===== config.mk =====
export PLATFORM = sky130hd
export DESIGN_NAME = uart_xcvr
export DESIGN_NICKNAME = d
export VERILOG_FILES = /design/src/rtl/uart_xcvr.sv
export SDC_FILE = /design/constraint.sdc
export NUM_CORES = 1
export LEC_CHECK = 0
export ABC_AREA = 1
export ABC_CLOCK_PERIOD_IN_PS = 2300
export BUFFER_PORTS_ARGS = -buffer_cell sky130_fd_sc_hd__buf_2
export CAP_MARGIN = 40
export CORE_MARGIN = 4
export CORE_UTILIZATION = 59
export DETAILED_ROUTE_END_ITERATION = 7
export PLACE_DENSITY_LB_ADDON = 0.3
export REMOVE_ABC_BUFFERS = 1
export SYNTH_ARGS = -nofsm -noshare
export SYNTH_HDL_FRONTEND = slang
export SYNTH_SLANG_ARGS = --single-unit

===== constraint.sdc =====
create_clock -name clk -period 2.3 [get_ports clk]
set_input_delay 0.345 -clock clk [delete_from_list [all_inputs] [get_ports clk]]
set_output_delay 0.345 -clock clk [all_outputs]
set_load 0.01 [all_outputs]

===== src/rtl/uart_xcvr.sv =====
module uart_xcvr #(
  parameter int DATA_W = 8,
  parameter int DIV_W  = 16,
  parameter int OVS    = 8
) (
  input  logic                      clk,
  input  logic                      rst_n,
  input  logic                      soft_rst,
  input  logic                      tx_en,
  input  logic                      rx_en,
  input  logic [$clog2(DATA_W)-1:0] cfg_char_len,
  input  logic                      cfg_par_en,
  input  logic                      cfg_par_even,
  input  logic                      cfg_two_stop,
  input  logic                      cfg_loopback,
  input  logic [DIV_W/2-1:0]        div_hi,
  input  logic [DIV_W/2-1:0]        div_lo,
  input  logic                      tx_wr,
  input  logic [DATA_W-1:0]         tx_data,
  output logic                      tx_ready,
  input  logic                      rx_rd,
  output logic [DATA_W-1:0]         rx_data,
  output logic                      rx_ready,
  output logic                      rx_par_err,
  output logic                      rx_frm_err,
  input  logic                      rxd,
  output logic                      txd
);
  localparam int SUB_W = $clog2(OVS);
  localparam int IDX_W = $clog2(DATA_W);
  localparam logic [SUB_W-1:0] SUB_LAST = SUB_W'(OVS - 1);
  localparam logic [SUB_W-1:0] SUB_MID  = SUB_W'(OVS / 2 - 1);

  typedef enum logic [2:0] {S_IDLE, S_START, S_DATA, S_PAR, S_STOP} st_t;

  // oversample tick
  logic [DIV_W-1:0] div_val, bcnt;
  logic             tick;
  assign div_val = {div_hi, div_lo};
  assign tick    = !soft_rst && (bcnt >= div_val);

  always_ff @(posedge clk or negedge rst_n)
    if (!rst_n)                            bcnt <= '0;
    else if (soft_rst || bcnt >= div_val)  bcnt <= '0;
    else                                   bcnt <= bcnt + 1'b1;

  logic [DATA_W-1:0] len_mask;
  assign len_mask = {DATA_W{1'b1}} >> (IDX_W'(DATA_W - 1) - cfg_char_len);

  // transmitter
  st_t               tx_st;
  logic [SUB_W-1:0]  tx_sub;
  logic [IDX_W-1:0]  tx_idx;
  logic [DATA_W-1:0] tx_hold, tx_sh, tx_word;
  logic              tx_full, tx_out, tx_par, tx_bit_end, tx_done, tx_load;

  assign tx_word    = tx_hold & len_mask;
  assign tx_bit_end = tick && tx_sub == SUB_LAST;
  assign tx_done    = tx_st == S_STOP && tx_bit_end && !(cfg_two_stop && tx_idx == '0);
  assign tx_load    = tick && tx_full && tx_en && (tx_st == S_IDLE || tx_done);

  always_ff @(posedge clk or negedge rst_n)
    if (!rst_n) begin
      tx_st <= S_IDLE; tx_sub <= '0; tx_idx <= '0; tx_hold <= '0;
      tx_sh <= '0; tx_full <= 1'b0; tx_out <= 1'b1; tx_par <= 1'b0;
    end else if (soft_rst) begin
      tx_st <= S_IDLE; tx_sub <= '0; tx_idx <= '0;
      tx_full <= 1'b0; tx_out <= 1'b1;
    end else begin
      if (tx_load)
        tx_full <= 1'b0;
      else if (tx_wr && !tx_full) begin
        tx_hold <= tx_data;
        tx_full <= 1'b1;
      end
      if (tx_load) begin
        tx_st  <= S_START;
        tx_sub <= '0;
        tx_idx <= '0;
        tx_sh  <= tx_word;
        tx_par <= cfg_par_even ? ^tx_word : ~^tx_word;
        tx_out <= 1'b0;
      end else if (tx_done) begin
        tx_st  <= S_IDLE;
        tx_out <= 1'b1;
      end else if (tick && tx_st != S_IDLE) begin
        tx_sub <= tx_sub + 1'b1;
        if (tx_sub == SUB_LAST)
          case (tx_st)
            S_START: begin
              tx_st  <= S_DATA;
              tx_out <= tx_sh[0];
            end
            S_DATA:
              if (tx_idx == cfg_char_len) begin
                tx_idx <= '0;
                tx_st  <= cfg_par_en ? S_PAR : S_STOP;
                tx_out <= cfg_par_en ? tx_par : 1'b1;
              end else begin
                tx_idx <= tx_idx + 1'b1;
                tx_out <= tx_sh[1];
                tx_sh  <= tx_sh >> 1;
              end
            S_PAR: begin
              tx_st  <= S_STOP;
              tx_out <= 1'b1;
            end
            S_STOP:  tx_idx <= IDX_W'(1);
            default: tx_st <= S_IDLE;
          endcase
      end
    end

  assign tx_ready = !tx_full;
  assign txd      = cfg_loopback ? 1'b1 : tx_out;

  // receiver
  st_t               rx_st;
  logic [1:0]        rx_sync;
  logic              line, rx_pbit, rx_rdy, perr, ferr, rx_bit_end;
  logic [SUB_W-1:0]  rx_sub;
  logic [IDX_W-1:0]  rx_idx;
  logic [DATA_W-1:0] rx_sh, rx_buf;

  assign line       = rx_sync[1];
  assign rx_bit_end = tick && rx_sub == SUB_LAST;

  always_ff @(posedge clk or negedge rst_n)
    if (!rst_n) rx_sync <= 2'b11;
    else        rx_sync <= {rx_sync[0], cfg_loopback ? tx_out : rxd};

  always_ff @(posedge clk or negedge rst_n)
    if (!rst_n) begin
      rx_st <= S_IDLE; rx_sub <= '0; rx_idx <= '0; rx_sh <= '0; rx_buf <= '0;
      rx_pbit <= 1'b0; rx_rdy <= 1'b0; perr <= 1'b0; ferr <= 1'b0;
    end else if (soft_rst) begin
      rx_st <= S_IDLE; rx_sub <= '0; rx_idx <= '0;
      rx_rdy <= 1'b0; perr <= 1'b0; ferr <= 1'b0;
    end else begin
      if (rx_rd) rx_rdy <= 1'b0;
      if (tick)
        case (rx_st)
          S_IDLE:
            if (rx_en && !line) begin
              rx_st  <= S_START;
              rx_sub <= '0;
            end
          S_START:
            if (rx_sub == SUB_MID) begin
              rx_sub <= '0;
              rx_idx <= '0;
              rx_sh  <= '0;
              rx_st  <= line ? S_IDLE : S_DATA;
            end else rx_sub <= rx_sub + 1'b1;
          S_DATA: begin
            rx_sub <= rx_sub + 1'b1;
            if (rx_bit_end) begin
              rx_sh[rx_idx] <= line;
              if (rx_idx == cfg_char_len) rx_st <= cfg_par_en ? S_PAR : S_STOP;
              else                        rx_idx <= rx_idx + 1'b1;
            end
          end
          S_PAR: begin
            rx_sub <= rx_sub + 1'b1;
            if (rx_bit_end) begin
              rx_pbit <= line;
              rx_st   <= S_STOP;
            end
          end
          S_STOP: begin
            rx_sub <= rx_sub + 1'b1;
            if (rx_bit_end) begin
              rx_st  <= S_IDLE;
              rx_buf <= rx_sh;
              rx_rdy <= 1'b1;
              ferr   <= !line;
              perr   <= cfg_par_en && (cfg_par_even ? (^rx_sh ^ rx_pbit) : !(^rx_sh ^ rx_pbit));
            end
          end
          default: rx_st <= S_IDLE;
        endcase
    end

  assign rx_data    = rx_buf;
  assign rx_ready   = rx_rdy;
  assign rx_par_err = perr;
  assign rx_frm_err = ferr;

  // ticks are spaced by the divisor
  a_r1_tick_spacing: assert property (@(posedge clk) disable iff (!rst_n)
    (tick && div_val != '0) |=> (!tick || div_val == '0));
  // a loaded character opens with a low start bit
  a_r2_start_low: assert property (@(posedge clk) disable iff (!rst_n)
    (tx_load && !soft_rst) |=> (tx_st == S_START && !tx_out));
  // an idle transmitter holds the line high
  a_r2_idle_high: assert property (@(posedge clk) disable iff (!rst_n)
    (tx_st == S_IDLE) |-> tx_out);
  // the holding register frees up when the shifter takes it
  a_r5_ready_after_load: assert property (@(posedge clk) disable iff (!rst_n)
    tx_load |=> tx_ready);
  // a read without a simultaneous completion clears the ready flag
  a_r7_read_clears: assert property (@(posedge clk) disable iff (!rst_n)
    (rx_rd && !(rx_st == S_STOP && rx_bit_end)) |=> !rx_ready);
  // a disabled receiver never leaves idle
  a_r11_rx_gated: assert property (@(posedge clk) disable iff (!rst_n)
    (!rx_en && rx_st == S_IDLE && !soft_rst) |=> rx_st == S_IDLE);
  // software reset restores the status
  a_r12_soft_reset: assert property (@(posedge clk) disable iff (!rst_n)
    soft_rst |=> (tx_ready && !rx_ready && !rx_par_err && !rx_frm_err && txd));
endmodule


==> out/results.tsv <==
stage	metric	value	unit
outcome	outcome	complete, no violations	
setup_path	crit_path_start_kind	flip-flop	
global_route	grt.total_usage	23.5	%
placed_design	dpl_cell_area	5020	um^2
yosys	synth_seq_area_share	40.7	%
clock_tree	cts_sinks	75	
clock_tree	clk_latency	0.37	ns
setup_path	reg2reg_from	bcnt[0]	
placed_design	place_congestion	0.886	
yosys	synth_area	4620	um^2
clock_tree	tritoncts.num_buffers	9	
timing	holdWs	0.203	ns
setup_path	path_class	reg2reg	
yosys	yosysMostFrequentCell	nand2_1	
timing	max_freq	442	MHz
cells_and_area	syn_to_final_growth	18.0	%
yosys	yosys_warnings	0	
routing	num_vias	4187	
setup_path	path_buf_inv	3	
setup_path	crit_end	tx_sh[4]	
power_and_ir_drop	leakagePower	0.00284	uW
routing	firstDrtPassIters	5	
timing	period_minus_slack	2.26	ns
routing	met2WireLength	5160	um
global_route	grt_max_degree	50	
yosys	ys_ff_latch	75	
setup_path	cp_slowest_stage_delay	0.40	ns
timing	maxSlewHeadroom	59.5	%
routing	routed_wl	10600	um
setup_path	timing.rr.end	tx_sh[4]	
yosys	synth_top_area_cell	dfrtp_1	
setup_path	cp.arrival	2.57	ns
routing	wl_per_cell	13.7	um
cells_and_area	stdcell_area	5450	um^2
cells_and_area	drive_gt1_share	19.1	%
timing	fin_crit_sh	98.5	%
timing	maxSlewViolCount	0	
clock_tree	clk_pin_slew_worst_paths	0.08	ns
yosys	synth_cell_types	41	
floorplanning	initial_core_util	62.0	%
power_and_ir_drop	powerDensity	556	nW/um^2
timing	hold_viol	0	
global_route	grt_pass1_vias	3977	
setup_path	cp.depth	18	
setup_path	cp_slowest_cell	dfrtp_1	
cells_and_area	nFillCells	554	
routing	drt_iter0_drc	291	
routing	wl_met1	4570	um
floorplanning	die_x	96.5	um
global_route	grt_pass1_wl	17000	um
timing	finClkSkew	0.00713	ns
yosys	yosys-top-cells-count	nand2_1, inv_1, dfrtp_1, nand3_1, nor2_1	
setup_path	setup.worst_path.start	bcnt[0]	
timing	worst_pin_slew	0.606	ns
setup_path	r2r_cells	18	
yosys	syn_avg_cell_area	7.67	um^2
timing	finalSetupViolCount	0	
yosys	synth_area_leaders	dfrtp_1, nand2_1, ha_1, inv_1, nand3_1	
cells_and_area	num_antenna_cells	0	
yosys	synth_edf_count	0	
timing	rsz0062_at_grt	yes	
placed_design	io_buffers	51	
flow_run	max-cap-violations	0	
yosys	netlist_instances	602	
global_route	antenna_found_initial	0	
routing	drt.antenna.violating_nets	0	
setup_path	cp_max_fo	7	
clock_tree	root_buffer	clkbuf_8	
floorplanning	die_y	96.5	um
floorplanning	ioPinCount	52	
power_and_ir_drop	peakVddDrop	0.409	mV
setup_path	worstPathRequired	2.61	ns
yosys	synth_ff_type	dfrtp_1	
setup_path	critPathCaptureType	flip-flop	
setup_path	crit_top_cell	nand2_1	
global_route	gr-total-overflow	0	
routing	route.met3.wl	630	um
clock_tree	ctsHtreeMaxLevel	3	
clock_tree	cts_tree	yes	
setup_path	rrSetupSlack	0.04	ns
hold_path	min_path_type	in2reg	
routing	vias_per_cell	5.44	
floorplanning	die_area	9300	um^2
routing	drc	0	
yosys	synthArstFlopShare	100	%
placed_design	dp_hpwl	7470	um
floorplanning	rows	31	
clock_tree	cts_buffer_depth	2	
yosys	yosysTopAreaCellShare	39.0	%
routing	highest_layer	met4	
setup_path	cp_cell_sequence	inv_1 -> ha_1 -> nand2_1 -> nor2_2 -> nor2_1 -> nand2_1 -> nand2_1 -> nand2_2 -> nand2_2 -> nand2_4 -> nand2_4 -> buf_6 -> nor2_4 -> nand3_2 -> nand2_4 -> buf_12 -> nand2_1 -> nand2_1	
cells_and_area	nets	731	
setup_path	cp_top_family	simple AND/OR/NAND/NOR gates	
floorplanning	core_area	7450	um^2
-- worst reg2reg max path, stage by stage (launching register included) --
cell and delay (ns):
dfrtp_1 0.40, inv_1 0.06, ha_1 0.27, nand2_1 0.06, nor2_2 0.11, nor2_1 0.04
nand2_1 0.06, nand2_1 0.07, nand2_2 0.09, nand2_2 0.07, nand2_4 0.11, nand2_4 0.07
buf_6 0.15, nor2_4 0.16, nand3_2 0.12, nand2_4 0.12, buf_12 0.12, nand2_1 0.05
nand2_1 0.07
-- sequential cells by signal, indices dropped and copies added (netlist names) --
name        flops
rx_sh           8
tx_st           3
tx_out          1
rx_frm_err      1
tx_sh           8
tx_par          1
rx_par_err      1
rx_idx          3
tx_full         1
rx_st           3
tx_hold         8
rx_sync         2
tx_idx          3
tx_sub          3
rx_ready        1
bcnt           16
rx_pbit         1
rx_data         8
rx_sub          3
-- layout make-up --
cell class                 instances  area (um^2)  area share (%)
timing repair buffer              67          423            7.76
tap                               99          124            2.27
clock buffer                      10          138            2.53
multi-input combinational        436         2440            44.9
clock inverter                     6          136            2.50
sequential                        75         1880            34.5
inverter                          77          302            5.54
-- worst min-delay path by stage --
stage	slack, ns	cells after the start	endpoint	startpoint
2_1_floorplan	0.05	0	bcnt[0]	rst_n
3_3_place_gp	0.35	0	rx_sync[1]	rx_sync[0]
3_5_place_dp	0.36	0	rx_sync[1]	rx_sync[0]
4_1_cts	0.20	3	tx_hold[0]	tx_data[0]
5_1_grt	0.20	3	tx_hold[0]	tx_data[0]
6_report	0.20	3	tx_hold[2]	tx_data[2]
-- power breakdown --
part	switching, uW	internal, uW
Combinational	164	107
Sequential	27.5	1360
Clock	515	861
Total	707	2320
-- per-stage QoR --
step	instances	util [%]	setup WS (ns)	TNS (ns)	power, uW
3_5_place_dp	748	67.5	0.0167	0	1670
3_3_place_gp	748	67.5	0.108	0	1660
6_report	770	73.2	0.0350	0	3030
4_1_cts	765	71.3	0.0360	0	3030
2_1_floorplan	587	-	0.156	0	1550
5_1_grt	770	73.2	-0.124	-1.17	3150
-- cells in the final DEF, fill, tap and decap left out, types with 2 or more instances in the layout --
cell / count
nand2_1: 145
inv_1: 73
dfrtp_1: 72
buf_2: 51
nor2_1: 44
nand3_1: 44
ha_1: 26
o21ai_1: 25
a21oi_1: 21
o21ai_0: 18
nor3_1: 17
nand4_1: 14
xnor2_1: 13
xor2_1: 10
clkbuf_8: 10
buf_4: 10
nand2_2: 9
nor2_2: 8
nand2_4: 6
nor3b_1: 5
nand3_2: 4
bufinv_16: 4
a31oi_1: 3
nor2_4: 3
buf_12: 3
dfstp_2: 3
o21bai_1: 2
or2_2: 2
inv_4: 2
a21oi_4: 2
o22ai_1: 2
buf_6: 2
-- metal layers --
metal,GRT usage (%),vias up
met5,0,-
met4,8.41,0
met3,5.11,23
met2,39.9,136
met1,29.5,1947
li1,-,2081
-- logic make-up (layout without fill, tap and decap cells) --
family,after synthesis,after routing,synth area share [%]
simple gates,305,306,29.8
mux,1,1,0.244
xor+xnor,23,23,4.36
compound gates,80,80,9.51
flops,75,75,40.7
buf+inv,92,160,8.32
fa+ha+maj,26,26,7.05
-- timing repair --
item / CTS / global route
hold endpoints to repair: 25 / 0
resized for setup: 0 / 32
setup endpoints to repair: 0 / 50
hold buffers: 1 / 0
buffers inserted: 0 / 4
No activity file was read; power rests on OpenSTA's default activity.
